==> src/rtl/rstpin_ctrl.sv <==
module rstpin_ctrl #(
  parameter int QUAL_CYCLES = 4
) (
  input  logic       clk,
  input  logic       por_n,
  input  logic       pin_raw,
  input  logic       cfg_we,
  input  logic [7:0] cfg_wdata,
  output logic [7:0] cfg_rdata,
  output logic       rst_req,
  output logic       nmi_irq,
  output logic       pull_up_sel,
  output logic       pull_en
);
  localparam int CNT_W = $clog2(QUAL_CYCLES + 1);
  localparam logic [CNT_W-1:0] CNT_MAX = CNT_W'(QUAL_CYCLES);

  logic             sync1, sync2, prev_lvl;
  logic [CNT_W-1:0] low_cnt;
  logic             mode_nmi, edge_fall, irq_en, pull_dir, pull_on, flag;
  logic [1:0]       sel_q;
  logic             reseed, hit, clr;

  always_ff @(posedge clk or negedge por_n)
    if (!por_n) begin
      sync1 <= 1'b1;
      sync2 <= 1'b1;
    end else begin
      sync1 <= pin_raw;
      sync2 <= sync1;
    end

  always_ff @(posedge clk or negedge por_n)
    if (!por_n)                 low_cnt <= '0;
    else if (mode_nmi || sync2) low_cnt <= '0;
    else if (low_cnt != CNT_MAX) low_cnt <= low_cnt + 1'b1;

  assign rst_req = !mode_nmi && (low_cnt == CNT_MAX);

  always_ff @(posedge clk or negedge por_n)
    if (!por_n) begin
      {pull_on, pull_dir, irq_en, edge_fall, mode_nmi} <= 5'b11000;
    end else if (rst_req) begin
      {pull_on, pull_dir, irq_en, edge_fall, mode_nmi} <= 5'b11000;
    end else if (cfg_we) begin
      {pull_on, pull_dir, irq_en, edge_fall, mode_nmi} <= cfg_wdata[4:0];
    end

  always_ff @(posedge clk or negedge por_n)
    if (!por_n) begin
      sel_q    <= 2'b00;
      prev_lvl <= 1'b1;
    end else begin
      sel_q    <= {mode_nmi, edge_fall};
      prev_lvl <= sync2;
    end

  assign reseed = ({mode_nmi, edge_fall} != sel_q);
  assign hit    = mode_nmi && !reseed && (prev_lvl != sync2) && (sync2 != edge_fall);
  assign clr    = cfg_we && cfg_wdata[6];

  always_ff @(posedge clk or negedge por_n)
    if (!por_n)       flag <= 1'b0;
    else if (rst_req) flag <= 1'b0;
    else if (hit)     flag <= 1'b1;
    else if (clr)     flag <= 1'b0;

  assign nmi_irq     = flag && irq_en;
  assign pull_up_sel = pull_dir;
  assign pull_en     = pull_on;
  assign cfg_rdata   = {2'b00, flag, pull_on, pull_dir, irq_en, edge_fall, mode_nmi};
endmodule

==> config.mk <==
export PLATFORM = sky130hd
export DESIGN_NAME = rstpin_ctrl
export DESIGN_NICKNAME = d
export VERILOG_FILES = /design/src/rtl/rstpin_ctrl.sv
export SDC_FILE = /design/constraint.sdc
export NUM_CORES = 1
export LEC_CHECK = 0
export ABC_AREA = 1
export BUFFER_PORTS_ARGS = -buffer_cell sky130_fd_sc_hd__buf_2
export CORE_MARGIN = 2
export CORE_UTILIZATION = 25
export CTS_CLUSTER_DIAMETER = 120
export DETAILED_ROUTE_END_ITERATION = 12
export GPL_TIMING_DRIVEN = 0
export PLACE_DENSITY_LB_ADDON = 0.2
export SYNTH_ARGS = -nofsm -noshare
export SYNTH_HDL_FRONTEND = slang
export SYNTH_SLANG_ARGS = --single-unit
export TNS_END_PERCENT = 1
==> constraint.sdc <==
create_clock -name clk -period 1.55 [get_ports clk]
set_input_delay 0.2325 -clock clk [delete_from_list [all_inputs] [get_ports clk]]
set_output_delay 0.2325 -clock clk [all_outputs]
set_load 0.02 [all_outputs]
==> run metrics <==
net count reported at finish=120; Clock Tree Root=clkbuf_4; clock skew=7.98 ps; CTS tree=yes; worst hold slack=50.8 ps; Area Growth Syn to Fin=33.7%; crit path time final=1450 ps; # DRC=0; most common cell after layout, fill and taps aside=nand2_1; # port buffers=18; worst vdd ir=0.491 mV; Hold WC Path Type=in2reg; Detailed Place HPWL=917 um; vias in the first global route=444; die extent in y=56.1 um; crit path DAT=1210 ps; leading area contributor after synthesis=dfrtp_1; grt ovf=0; fmax=692 MHz; Startpoint Class=flop; Max Fanout on Critical Path=3; number of detailed-route iterations in the first pass=4; die area=3150 um^2; cts bufs inserted=3; max_cap viols=0; area share of the largest cell type after synthesis=0.331; top cells by area, synth=dfrtp_1 (33%), dfstp_2 (19%), nand2_1 (11%); Cell Area, Synth=679 um^2; later-pin clock latency in the skew report=280 ps; sequential area share after synthesis=0.525; Syn Inst Count=77; Initial Util=0.269; commonest cells after routing, fill and taps aside=nand2_1 (19), buf_2 (17), buf_4 (12), dfrtp_1 (9); Critical Path End Type=output pin; Clock Pin Slew Worst Setup and Hold Paths=80 ps; gr usage total=0.0834; final worst-path cycle share=0.933; synth warn=0; core footprint=2520 um^2; TritonCTS Sinks=14; drt total wl=1260 um; n_diodes=0; Final Wtd Congestion=0.689; Setup TNS=0 ps; post-route antenna net violation count=0; I/O pin cnt=24; Avg WL per Cell=9.35 um; crit path kind=reg2out; H-tree depth=1; largest net degree at the start of global routing=15; row count=18; Distinct cells, synth=19; first-pass GRT wire length=1990 um; final number of hold-violating endpoints=0; chip width=56.1 um; status=completed; Final Setup Violations=0; Pleak=0.000488 uW; Seq cells post-synth=14; via count=533; Final Max Slew Viols=0; buffer depth of the longest clock path=2; Syn Area/Cell=8.82 um^2; Worst EP required=1320 ps; antenna violations before repair=0; RSZ-0062 raised after global routing=no; DR iter-0 viols=10; layout cells sized above 1=0.476; Util after Layout=0.360; Via density=3.95; PwrDens=941 nW/um^2
layer usage:
layer | GRT usage | up-vias | wire [um]
met5 | 0 | - | 0
met4 | 0.0408 | 0 | 9
met3 | 0.0442 | 2 | 87
met2 | 0.121 | 16 | 570
met1 | 0.100 | 233 | 595
li1 | - | 282 | -
layout make-up:
type                            instances  area [um^2]
Sequential cell                        14          357
Multi-Input combinational cell         45          239
Fill cell                             270         1610
Tap cell                               30         37.5
Inverter                               10         37.5
Timing Repair Buffer                   23          136
Clock buffer                            4         36.3
Buffer                                  9         65.1
kinds of logic (layout without fill, tap and decap cells):
logic type	Yosys count	after routing	synth area share
adders and majority gates	2	2	0.0368
AOI/OAI and AO/OA	9	9	0.0847
DFF	14	14	0.525
and+or+nand+nor	32	32	0.197
buffers and inverters	19	46	0.151
other	1	2	0.00552
what timing repair did:
action	4_1_cts	5_1_grt
pin swaps	2	1
hold buffers	1	0
cloned	0	0
gates resized for setup	5	2
setup buffers	2	2
endpoints found under the hold margin	9	0
setup endpoints to repair	1	1
per-stage QoR:
step	instance area (um^2)	total power [uW]	instances	setup slack [ps]
floorplan	683	534	78	331
global placement	811	582	126	199
detailed placement	811	584	126	188
CTS	883	861	133	8.83
global route	908	916	135	24.5
finish	908	855	135	104
sequential cells by signal (all words and copies together), names as in the netlist:
| signal | count |
|---|---|
| flag | 1 |
| sync2 | 1 |
| mode_nmi | 1 |
| pull_up_sel | 1 |
| prev_lvl | 1 |
| pull_en | 1 |
| low_cnt | 3 |
| irq_en | 1 |
| sync1 | 1 |
| sel_q | 2 |
| edge_fall | 1 |
where the power goes:
| part | leakage (uW) | internal, uW | switching (uW) |
|---|---|---|---|
| sequential | 0.000168 | 400 | 23.1 |
| combinational | 0.000299 | 79.7 | 91.8 |
| clock | 0.0000210 | 143 | 117 |
| total | 0.000488 | 622 | 232 |
worst max-delay path: stages, from the launching register on:
cell	delay [ps]
dfrtp_1	390
inv_2	100
ha_4	140
nand2_2	80
nor2_4	110
buf_6	120
cells in the mapped netlist:
library cell	count
buf_4	8
o21ai_0	3
inv_1	9
dfstp_2	5
dfrtp_1	9
o21ai_1	1
nand2_1	20
nand3_1	3
o21ai_2	2
conb_1	1
a21oi_1	1
nor2_2	1
a31oi_1	1
nor2_4	1
ha_1	2
clkbuf_2	1
inv_2	1
a21oi_2	1
nor2_1	7
final timing paths:
path,from,end,slack (ps),depth (start not counted)
max,low_cnt[0],rst_req,100,5
min,pin_raw,sync1,50,1
max reg2reg,low_cnt[0],edge_fall,290,9
min reg2reg,sync1,sync2,360,0
max in group asynchronous,por_n,prev_lvl,880,2
min in group asynchronous,por_n,sel_q[0],370,2
(Power assumes the default switching activity.)
